File: src/rtl/gate_pkg.sv
package gate_pkg;

    // Width of every microsecond count (period, enable length, position)
    localparam int US_W = 16;
    // log2 of the sync clock divider
    localparam int SYNC_DIV_LOG = 3;

    typedef enum logic [1:0] {
        PH_IDLE = 2'd0,
        PH_ON   = 2'd1,
        PH_OFF  = 2'd2
    } phase_e;

    typedef struct packed {
        logic [US_W-1:0] cycle;
        logic [US_W-1:0] enable;
    } burst_cfg_t;

    localparam burst_cfg_t CFG_RESET = '{cycle: US_W'(2), enable: US_W'(1)};

    // Turn any requested pair into one the timer can run
    function automatic burst_cfg_t legalize(input burst_cfg_t req);
        burst_cfg_t r;
        r.cycle  = (req.cycle < US_W'(2)) ? US_W'(2) : req.cycle;
        r.enable = (req.enable == '0) ? US_W'(1) : req.enable;
        if (r.enable >= r.cycle) begin
            r.enable = r.cycle - US_W'(1);
        end
        return r;
    endfunction

endpackage

File: src/rtl/bg_edge_detect.sv
module bg_edge_detect (
    input  logic clk,
    input  logic rst,
    input  logic din,
    output logic rise
);
    logic prev_q;

    always_ff @(posedge clk) begin
        if (rst) begin
            prev_q <= 1'b0;
        end else begin
            prev_q <= din;
        end
    end

    assign rise = din & ~prev_q;
endmodule

File: src/rtl/bg_burst_timer.sv
module bg_burst_timer
    import gate_pkg::*;
(
    input  logic       clk,
    input  logic       rst,
    input  logic       tick,
    input  logic       ext_mode,
    input  logic       ext_start,
    input  burst_cfg_t cfg_req,
    output logic       gate,
    output logic       trig,
    output burst_cfg_t cfg_live
);
    phase_e          ph_q, ph_n;
    logic [US_W-1:0] pos_q, pos_n, pos_inc;
    burst_cfg_t      act_q, act_n;
    logic            start;

    assign pos_inc = pos_q + US_W'(1);

    always_comb begin
        ph_n  = ph_q;
        pos_n = pos_q;
        act_n = act_q;
        start = 1'b0;
        unique case (ph_q)
            PH_IDLE: begin
                if (ext_mode) begin
                    start = ext_start;
                end else begin
                    start = tick;
                end
            end
            PH_ON: begin
                if (tick) begin
                    pos_n = pos_inc;
                    if (pos_inc == act_q.enable) begin
                        ph_n = ext_mode ? PH_IDLE : PH_OFF;
                    end
                end
            end
            PH_OFF: begin
                if (ext_mode && ext_start) begin
                    start = 1'b1;
                end else if (tick) begin
                    pos_n = pos_inc;
                    if (pos_inc == act_q.cycle) begin
                        if (ext_mode) begin
                            ph_n = PH_IDLE;
                        end else begin
                            start = 1'b1;
                        end
                    end
                end
            end
            default: ph_n = PH_IDLE;
        endcase
        if (start) begin
            ph_n  = PH_ON;
            pos_n = '0;
            act_n = legalize(cfg_req);
        end
    end

    always_ff @(posedge clk) begin
        if (rst) begin
            ph_q  <= PH_IDLE;
            pos_q <= '0;
            act_q <= CFG_RESET;
            gate  <= 1'b0;
            trig  <= 1'b0;
        end else begin
            ph_q  <= ph_n;
            pos_q <= pos_n;
            act_q <= act_n;
            gate  <= (ph_n == PH_ON);
            trig  <= start;
        end
    end

    assign cfg_live = act_q;
endmodule

File: src/rtl/bg_sync_gen.sv
module bg_sync_gen #(
    parameter int DIV_LOG = 3
) (
    input  logic clk,
    input  logic rst,
    input  logic pat_mode,
    input  logic pat_strobe,
    output logic sync
);
    logic [DIV_LOG-1:0] div_q;

    always_ff @(posedge clk) begin
        if (rst) begin
            div_q <= '0;
            sync  <= 1'b0;
        end else begin
            div_q <= div_q + DIV_LOG'(1);
            sync  <= pat_mode ? pat_strobe : div_q[DIV_LOG-1];
        end
    end
endmodule

File: src/rtl/burst_gate_gen.sv
module burst_gate_gen
    import gate_pkg::*;
#(
    parameter int DIV_LOG = SYNC_DIV_LOG
) (
    input  logic            clk,
    input  logic            rst,
    input  logic            tick_us,
    input  logic [US_W-1:0] cfg_cycle_us,
    input  logic [US_W-1:0] cfg_enable_us,
    input  logic            ext_mode,
    input  logic            ext_trig_in,
    input  logic            sync_pat_mode,
    input  logic            pat_pos_strobe,
    output logic            burst_gate,
    output logic            burst_trig,
    output logic            sync_out
);
    logic       ext_rise;
    burst_cfg_t cfg_req;
    burst_cfg_t live_cfg;

    assign cfg_req = '{cycle: cfg_cycle_us, enable: cfg_enable_us};

    bg_edge_detect u_edge (
        .clk  (clk),
        .rst  (rst),
        .din  (ext_trig_in),
        .rise (ext_rise)
    );

    bg_burst_timer u_timer (
        .clk       (clk),
        .rst       (rst),
        .tick      (tick_us),
        .ext_mode  (ext_mode),
        .ext_start (ext_rise),
        .cfg_req   (cfg_req),
        .gate      (burst_gate),
        .trig      (burst_trig),
        .cfg_live  (live_cfg)
    );

    bg_sync_gen #(.DIV_LOG(DIV_LOG)) u_sync (
        .clk        (clk),
        .rst        (rst),
        .pat_mode   (sync_pat_mode),
        .pat_strobe (pat_pos_strobe),
        .sync       (sync_out)
    );
endmodule

File: config.mk
export PLATFORM = sky130hd
export DESIGN_NAME = burst_gate_gen
export DESIGN_NICKNAME = d
export VERILOG_FILES = /design/src/rtl/gate_pkg.sv /design/src/rtl/bg_edge_detect.sv /design/src/rtl/bg_burst_timer.sv /design/src/rtl/bg_sync_gen.sv /design/src/rtl/burst_gate_gen.sv
export SDC_FILE = /design/constraint.sdc
export NUM_CORES = 1
export LEC_CHECK = 0
export BUFFER_PORTS_ARGS = -buffer_cell sky130_fd_sc_hd__buf_2
export CORE_MARGIN = 5
export CORE_UTILIZATION = 40
export CTS_CLUSTER_DIAMETER = 50
export DETAILED_ROUTE_END_ITERATION = 8
export GPL_ROUTABILITY_DRIVEN = 0
export GPL_TIMING_DRIVEN = 0
export SYNTH_ARGS = -nofsm -noshare
export SYNTH_HDL_FRONTEND = slang
export SYNTH_SLANG_ARGS = --single-unit
File: constraint.sdc
create_clock -name clk -period 4.55 [get_ports clk]
set_clock_uncertainty 0.05 [all_clocks]
set_input_delay 1.1375 -clock clk [delete_from_list [all_inputs] [get_ports clk]]
set_output_delay 1.1375 -clock clk [all_outputs]
set_load 0.03 [all_outputs]
==> results.py, run 1 <==
metrics = {
    "worst_setup_path": {
        "crit_required_ns": 4.72,
        "start_kind": "input port",
        "worstRegToRegCells": 11,
        "cp_slowest_cell": "nor4_4",
        "worstPathMaxFanout": 10,
        "end_kind": "flop",
        "worst-setup-path-type": "input port to flop",
        "critPathTopFamily": "compound AO/OA/AOI/OAI gates",
        "max_stage_delay_ns": 0.41,
        "path_cells": "buf_2, nor4_4, nand4_1, o31a_1, ha_1, nand2b_1, a21o_1, a21oi_1, o211ai_1, a31oi_4, clkbuf_2, mux2_2, mux2i_1, nor2_1",
        "cp.depth": 14,
        "worst-path-buf-inv": 2,
        "crit_arrival_ns": 4.49,
    },
    "pwr": {
        "p_leak_nw": 2.00,
        "power_density_nw_per_um2": 285,
        "p_int_w": 0.000915,
        "p_sw_share_pct": 30.5,
        "ir_drop_v": 0.000160,
        "pwr-share-clk_pct": 37.0,
        "switchingPower_w": 0.000401,
        "pwr-share-comb_pct": 20.8,
        "seqPwrFrac_pct": 42.1,
    },
    "die": {
        "core_um2": 9820,
        "fp.dieH_um": 110,
        "rows": 36,
        "start_util_pct": 41.1,
        "io_pins": 42,
        "dieArea_um2": 12200,
        "chipWidth_um": 110,
    },
    "yosys": {
        "ys_types": 55,
        "ys_seq_elements": 57,
        "netlist.area_leader.share_pct": 28.3,
        "synth_edf_count": 0,
        "synth_common_cells": "nor2_1, dfxtp_1, xnor2_1, mux2i_1, clkbuf_1",
        "syn_nets": 526,
        "async_flop_share_pct": 0,
        "synth-main-ff-cell": "dfxtp_1",
        "synth_area_leaders": "dfxtp_1, xnor2_1, mux2i_1, nor2_1, ha_1",
        "netlist_area_um2": 4030,
        "synthesis.instances": 468,
        "yosysTopAreaCell": "dfxtp_1",
        "yosysMostFrequentCell": "nor2_1",
        "yosysSeqAreaShare_pct": 28.3,
        "yosysWarnings": 0,
        "postSynthAreaPerCell_um2": 8.61,
    },
    "timing": {
        "rsz0062_at_grt": "no",
        "timing.hold.ws_ns": 0.385,
        "postLayoutSetupSlackWorst_ns": 0.225,
        "finalSetupViolCount": 0,
        "relSlewSlack_pct": 64.2,
        "period_minus_slack_ns": 4.32,
        "fmaxAchievable_mhz": 231,
        "worstMarginPinSlew_ns": 0.532,
        "finalCritPeriodShare_pct": 95.1,
        "finalHoldViolations": 0,
        "slew_violations": 0,
    },
    "placement": {
        "post_dp_cell_area_um2": 4400,
        "dp.cells": 641,
        "post-dp-hpwl_um": 8090,
        "port-buffer-count": 40,
        "pre_cts_ws_ns": -0.863,
    },
    "route": {
        "dr.first_iter.drc_count": 149,
        "wl_per_cell_um": 15.4,
        "first_pass_iters": 4,
        "drtAntennaViolNets": 0,
        "viasPerCell": 5.15,
        "drc_errors": 0,
        "totalWireLength_um": 10100,
        "vias": 3385,
    },
    "clock_tree": {
        "numCtsBuffers": 9,
        "cts_hold_buf": 0,
        "ctsResizeCount": 3,
        "clock-sinks": 57,
        "clk_pin_slew_worst_paths_ns": 0.07,
        "clock_path_buffers": 2,
        "clock_latency_ns": 0.35,
        "cts_max_level": 3,
        "cts_tree": "built",
        "ctsRootBufferMaster": "clkbuf_8",
        "post_cts_buffers": 0,
    },
    "finish": {
        "final_util_pct": 47.1,
        "final_area_um2": 4620,
        "fin_nets": 577,
        "synthToLayoutAreaGrowth_pct": 14.7,
        "stdcell_count": 657,
        "drive_gt1_share_pct": 18.5,
        "antenna_cells": 0,
        "nFillCells": 995,
    },
    "grt": {
        "grt_overflow": 0,
        "grt_pass1_wl_um": 16800,
        "track_usage_pct": 18.0,
        "grt_pass1_vias": 3412,
        "grt_max_degree": 12,
        "antenna_found_initial": 0,
    },
    "worst_hold_path": {
        "hp-class": "flop to flop",
        "hold_path_depth": 1,
    },
    "outcome": {
        "status": "complete, no violations",
    },
    "flow_run": {
        "maxCapViolCount": 0,
    },
}
kinds of logic after synthesis:
logic type	share of synthesized area (%)
AO/OA/AOI/OAI	7.45
AND/OR/NAND/NOR	21.9
multiplexers	12.6
XOR/XNOR	17.1
buffers and inverters	6.73
flip-flops	28.3
adder cells (fa/ha/maj)	5.90
path summary, 6_finish.rpt:
path,from,to,slack (ns)
setup / recovery,cfg_cycle_us[6],u_timer.cfg_live[8]$_SDFFE_PP0P_,0.23
hold / removal,u_sync.div_q[0]$_SDFF_PP0_,u_sync.div_q[0]$_SDFF_PP0_,0.38
setup reg to reg,u_timer.pos_q[1]$_SDFFE_PP0P_,u_timer.pos_q[14]$_SDFFE_PP0P_,1.43
hold reg to reg,u_sync.div_q[0]$_SDFF_PP0_,u_sync.div_q[0]$_SDFF_PP0_,0.38
final cells by class:
type / instances / area [um^2] / share of cell area, %
Buffer: 41 / 201 / 4.36
Clock buffer: 10 / 128 / 2.76
Clock inverter: 6 / 67.6 / 1.46
Inverter: 19 / 71.3 / 1.54
Multi-Input combinational cell: 351 / 2650 / 57.3
Sequential cell: 57 / 1140 / 24.7
Tap cell: 133 / 166 / 3.60
Timing Repair Buffer: 40 / 200 / 4.33
registers in the layout (all words and copies together) (netlist names):
name,count
u_edge.prev_q,1
u_sync.div_q,3
u_sync.sync,1
u_timer.cfg_live,32
u_timer.gate,1
u_timer.ph_q,2
u_timer.pos_q,16
u_timer.trig,1
power groups by stage:
stage	Combinational, W	Sequential (W)	Clock, W
after global placement	0.000264	0.000564	0
after CTS	0.000274	0.000554	0.000493
after global routing	0.000303	0.000559	0.000520
after floorplan	0.000194	0.000561	0
final	0.000274	0.000555	0.000487
after detailed placement	0.000270	0.000566	0
placed cells by master, fill, tap and decap left out, drive strengths merged, types with 3 or more instances in the layout:
cell     Yosys  final
o2111ai      3      3
and4         3      3
clkbuf      26     36
a21o         5      5
nand3       12     12
xor2        23     23
ha          19     19
a31oi        3      3
inv         19     20
dfxtp       57     57
a21oi       13     13
nor2        68     68
nand4       15     15
o21ai        4      4
nor4        14     14
xnor2       48     48
nand2b       8      8
nor2b        7      7
mux2        14     14
nor3        11     11
and2         3      3
nand2       18     18
buf         15     55
mux2i       35     35
metrics by stage:
stage	total power (W)	TNS, ns
final	0.00132	0
after detailed placement	0.000836	-11.15
after CTS	0.00132	0
after floorplan	0.000755	0
after global placement	0.000828	-10.65
after global routing	0.00138	0
per-layer routing:
metal  vias up  routed length [um]  share of wire [%]  GRT usage [%]
li1       1709                   -                  -              -
met1      1570                4750                 47           23.3
met2        82                4680                 46           29.5
met3        24                 397                3.9           3.61
met4         0                 282                2.8           7.21
met5         -                   0                  0              0
Note: power is estimated with default switching activity, not from simulation.
==> inputs of run 2 (changes only) <==
Settings changed: BUFFER_PORTS_ARGS -buffer_cell sky130_fd_sc_hd__buf_2 to default, CTS_BUF_LIST from default to sky130_fd_sc_hd__clkbuf_8, DONT_BUFFER_PORTS from default to 1.
==> results.py, run 2 (synthesized netlist as in run 1, its figures left out) <==
metrics = {
    "outcome": {
        "status": "complete, no violations",
    },
    "finish": {
        "nFillCells": 1017,
        "final_area_um2": 4450,
        "largest_register_ffs": 32,
        "antenna_cells": 0,
        "layout_commonest_cell": "nor2_1",
        "layout_common_cells": "nor2_1, dfxtp_1, xnor2_1",
        "final_util_pct": 45.3,
        "synthToLayoutAreaGrowth_pct": 10.4,
        "drive_gt1_share_pct": 12.0,
        "fin_nets": 537,
    },
    "grt": {
        "use_met1_pct": 20.5,
        "antenna_found_initial": 0,
        "grt_use_met2_pct": 30.1,
        "grt_max_degree": 11,
        "use_met3_pct": 5.13,
        "grt_pass1_wl_um": 16300,
        "grt_pass1_vias": 3319,
        "grt.busiest_layer": "met2",
        "track_usage_pct": 17.7,
        "grt_overflow": 0,
    },
    "die": {
        "chipWidth_um": 110,
        "start_util_pct": 41.1,
        "fp.dieH_um": 110,
        "rows": 36,
        "core_um2": 9820,
        "io_pins": 42,
        "dieArea_um2": 12200,
    },
    "clock_tree": {
        "post_cts_buffers": 0,
        "clk_pin_slew_worst_paths_ns": 0.07,
        "clock-sinks": 57,
        "cts_tree": "built",
        "cts_hold_buf": 0,
        "clock_path_buffers": 2,
        "numCtsBuffers": 9,
        "clock_latency_ns": 0.35,
        "ctsRootBufferMaster": "clkbuf_8",
        "cts_max_level": 3,
    },
    "route": {
        "totalWireLength_um": 10000,
        "first_pass_iters": 5,
        "wl_per_cell_um": 16.2,
        "dr.first_iter.drc_count": 106,
        "vias": 3246,
        "viasPerCell": 5.26,
        "drtAntennaViolNets": 0,
        "drc_errors": 0,
    },
    "pwr": {
        "power_density_nw_per_um2": 301,
        "ir_drop_v": 0.000108,
        "total_power_w": 0.00134,
        "p_leak_nw": 1.86,
    },
    "worst_setup_path": {
        "worst-path-buf-inv": 1,
        "start_kind": "input port",
        "crit_required_ns": 4.72,
        "worstPathMaxFanout": 10,
        "path_cells": "nor4_4, nand4_1, o31a_1, ha_1, nand2b_1, a21o_1, a21oi_1, o211ai_1, a31oi_2, clkbuf_2, mux2_2, mux2i_1, nor2_1",
        "critPathTopFamily": "compound AO/OA/AOI/OAI gates",
        "worstRegToRegCells": 11,
        "cp.depth": 13,
        "max_stage_delay_ns": 0.43,
        "end_kind": "flop",
        "cp_slowest_cell": "a31oi_2",
        "crit_arrival_ns": 4.45,
        "worst-setup-path-type": "input port to flop",
        "r2r_slack_ns": 1.34,
        "r2r-end": "u_timer.pos_q[4]$_SDFFE_PP0P_",
        "reg2reg_from": "u_timer.pos_q[1]$_SDFFE_PP0P_",
    },
    "timing": {
        "slew_violations": 0,
        "postLayoutSetupSlackWorst_ns": 0.266,
        "finalHoldViolations": 0,
        "finalSetupViolCount": 0,
        "worstMarginPinSlew_ns": 0.536,
        "fmaxAchievable_mhz": 233,
        "finalCritPeriodShare_pct": 94.1,
        "timing.hold.ws_ns": 0.381,
        "period_minus_slack_ns": 4.28,
        "rsz0062_at_grt": "no",
        "relSlewSlack_pct": 63.9,
    },
    "worst_hold_path": {
        "hold_path_depth": 1,
        "hp-class": "flop to flop",
        "hold_start": "u_sync.div_q[0]$_SDFF_PP0_",
        "min_to": "u_sync.div_q[0]$_SDFF_PP0_",
    },
    "placement": {
        "port-buffer-count": 0,
        "pre_cts_ws_ns": -0.716,
        "post_dp_cell_area_um2": 4200,
        "post-dp-hpwl_um": 7990,
    },
    "flow_run": {
        "maxCapViolCount": 0,
    },
}
run 2: changes by cell type in the layout (fill, tap and decap cells not counted), sizes merged:
cell / before / now
bufinv: 1 / 2
clkinvlp: 2 / 1
clkbuf: 36 / 37
buf: 55 / 15
inv: 20 / 19
run 2: worst register-to-register path: cells and delay by family, from the launching register on:
| family | cells | cell delay [ns] |
|---|---|---|
| AOI/OAI and AO/OA | 2 | 0.53 |
| xor gates and xnor gates | 1 | 0.12 |
| adders and majority gates | 1 | 0.34 |
| buffers and inverters | 2 | 0.46 |
| DFF | 1 | 0.43 |
| and+or+nand+nor | 5 | 1.18 |
run 2: through the flow:
step	cells	setup TNS (ns)
6_report	617	0
2_1_floorplan	468	0
5_1_grt	617	0
4_1_cts	617	0
3_3_place_gp	601	-8.48
3_5_place_dp	601	-8.69
run 2: power breakdown:
group | internal [W] | switching (W)
logic | 0.000119 | 0.000117
clock network | 0.000336 | 0.000207
registers | 0.000529 | 0.0000308
run 2: timing repair:
action | 4_1_cts | 5_1_grt
pin swaps | 0 | 0
endpoints found under the setup margin | 14 | 8
gates resized for setup | 2 | 1
run 2: worst max-delay path by stage:
stage	slack [ns]	end	start
final	0.27	u_timer.cfg_live[15]$_SDFFE_PP0P_	cfg_cycle_us[6]
after global routing	0.08	u_timer.cfg_live[11]$_SDFFE_PP0P_	cfg_cycle_us[6]
after floorplan	0.09	u_timer.cfg_live[15]$_SDFFE_PP0P_	cfg_cycle_us[6]
after CTS	0.07	u_timer.cfg_live[15]$_SDFFE_PP0P_	cfg_cycle_us[6]
after global placement	-0.70	u_timer.cfg_live[15]$_SDFFE_PP0P_	cfg_cycle_us[6]
after detailed placement	-0.72	u_timer.cfg_live[15]$_SDFFE_PP0P_	cfg_cycle_us[6]
run 2: layout make-up:
| cell class | count | area (um^2) | share of cell area, % |
|---|---|---|---|
| Buffer | 41 | 201 | 4.53 |
| Inverter | 19 | 71.3 | 1.60 |
| Sequential cell | 57 | 1140 | 25.6 |
| Multi-Input combinational cell | 351 | 2640 | 59.3 |
| Clock buffer | 11 | 151 | 3.40 |
| Tap cell | 133 | 166 | 3.74 |
| Clock inverter | 5 | 77.6 | 1.74 |
run 2: layer usage:
layer,vias to the layer above,share of wire [%]
met3,26,5.6
li1,1625,-
met4,0,2.6
met5,-,0
met2,93,48
met1,1502,43
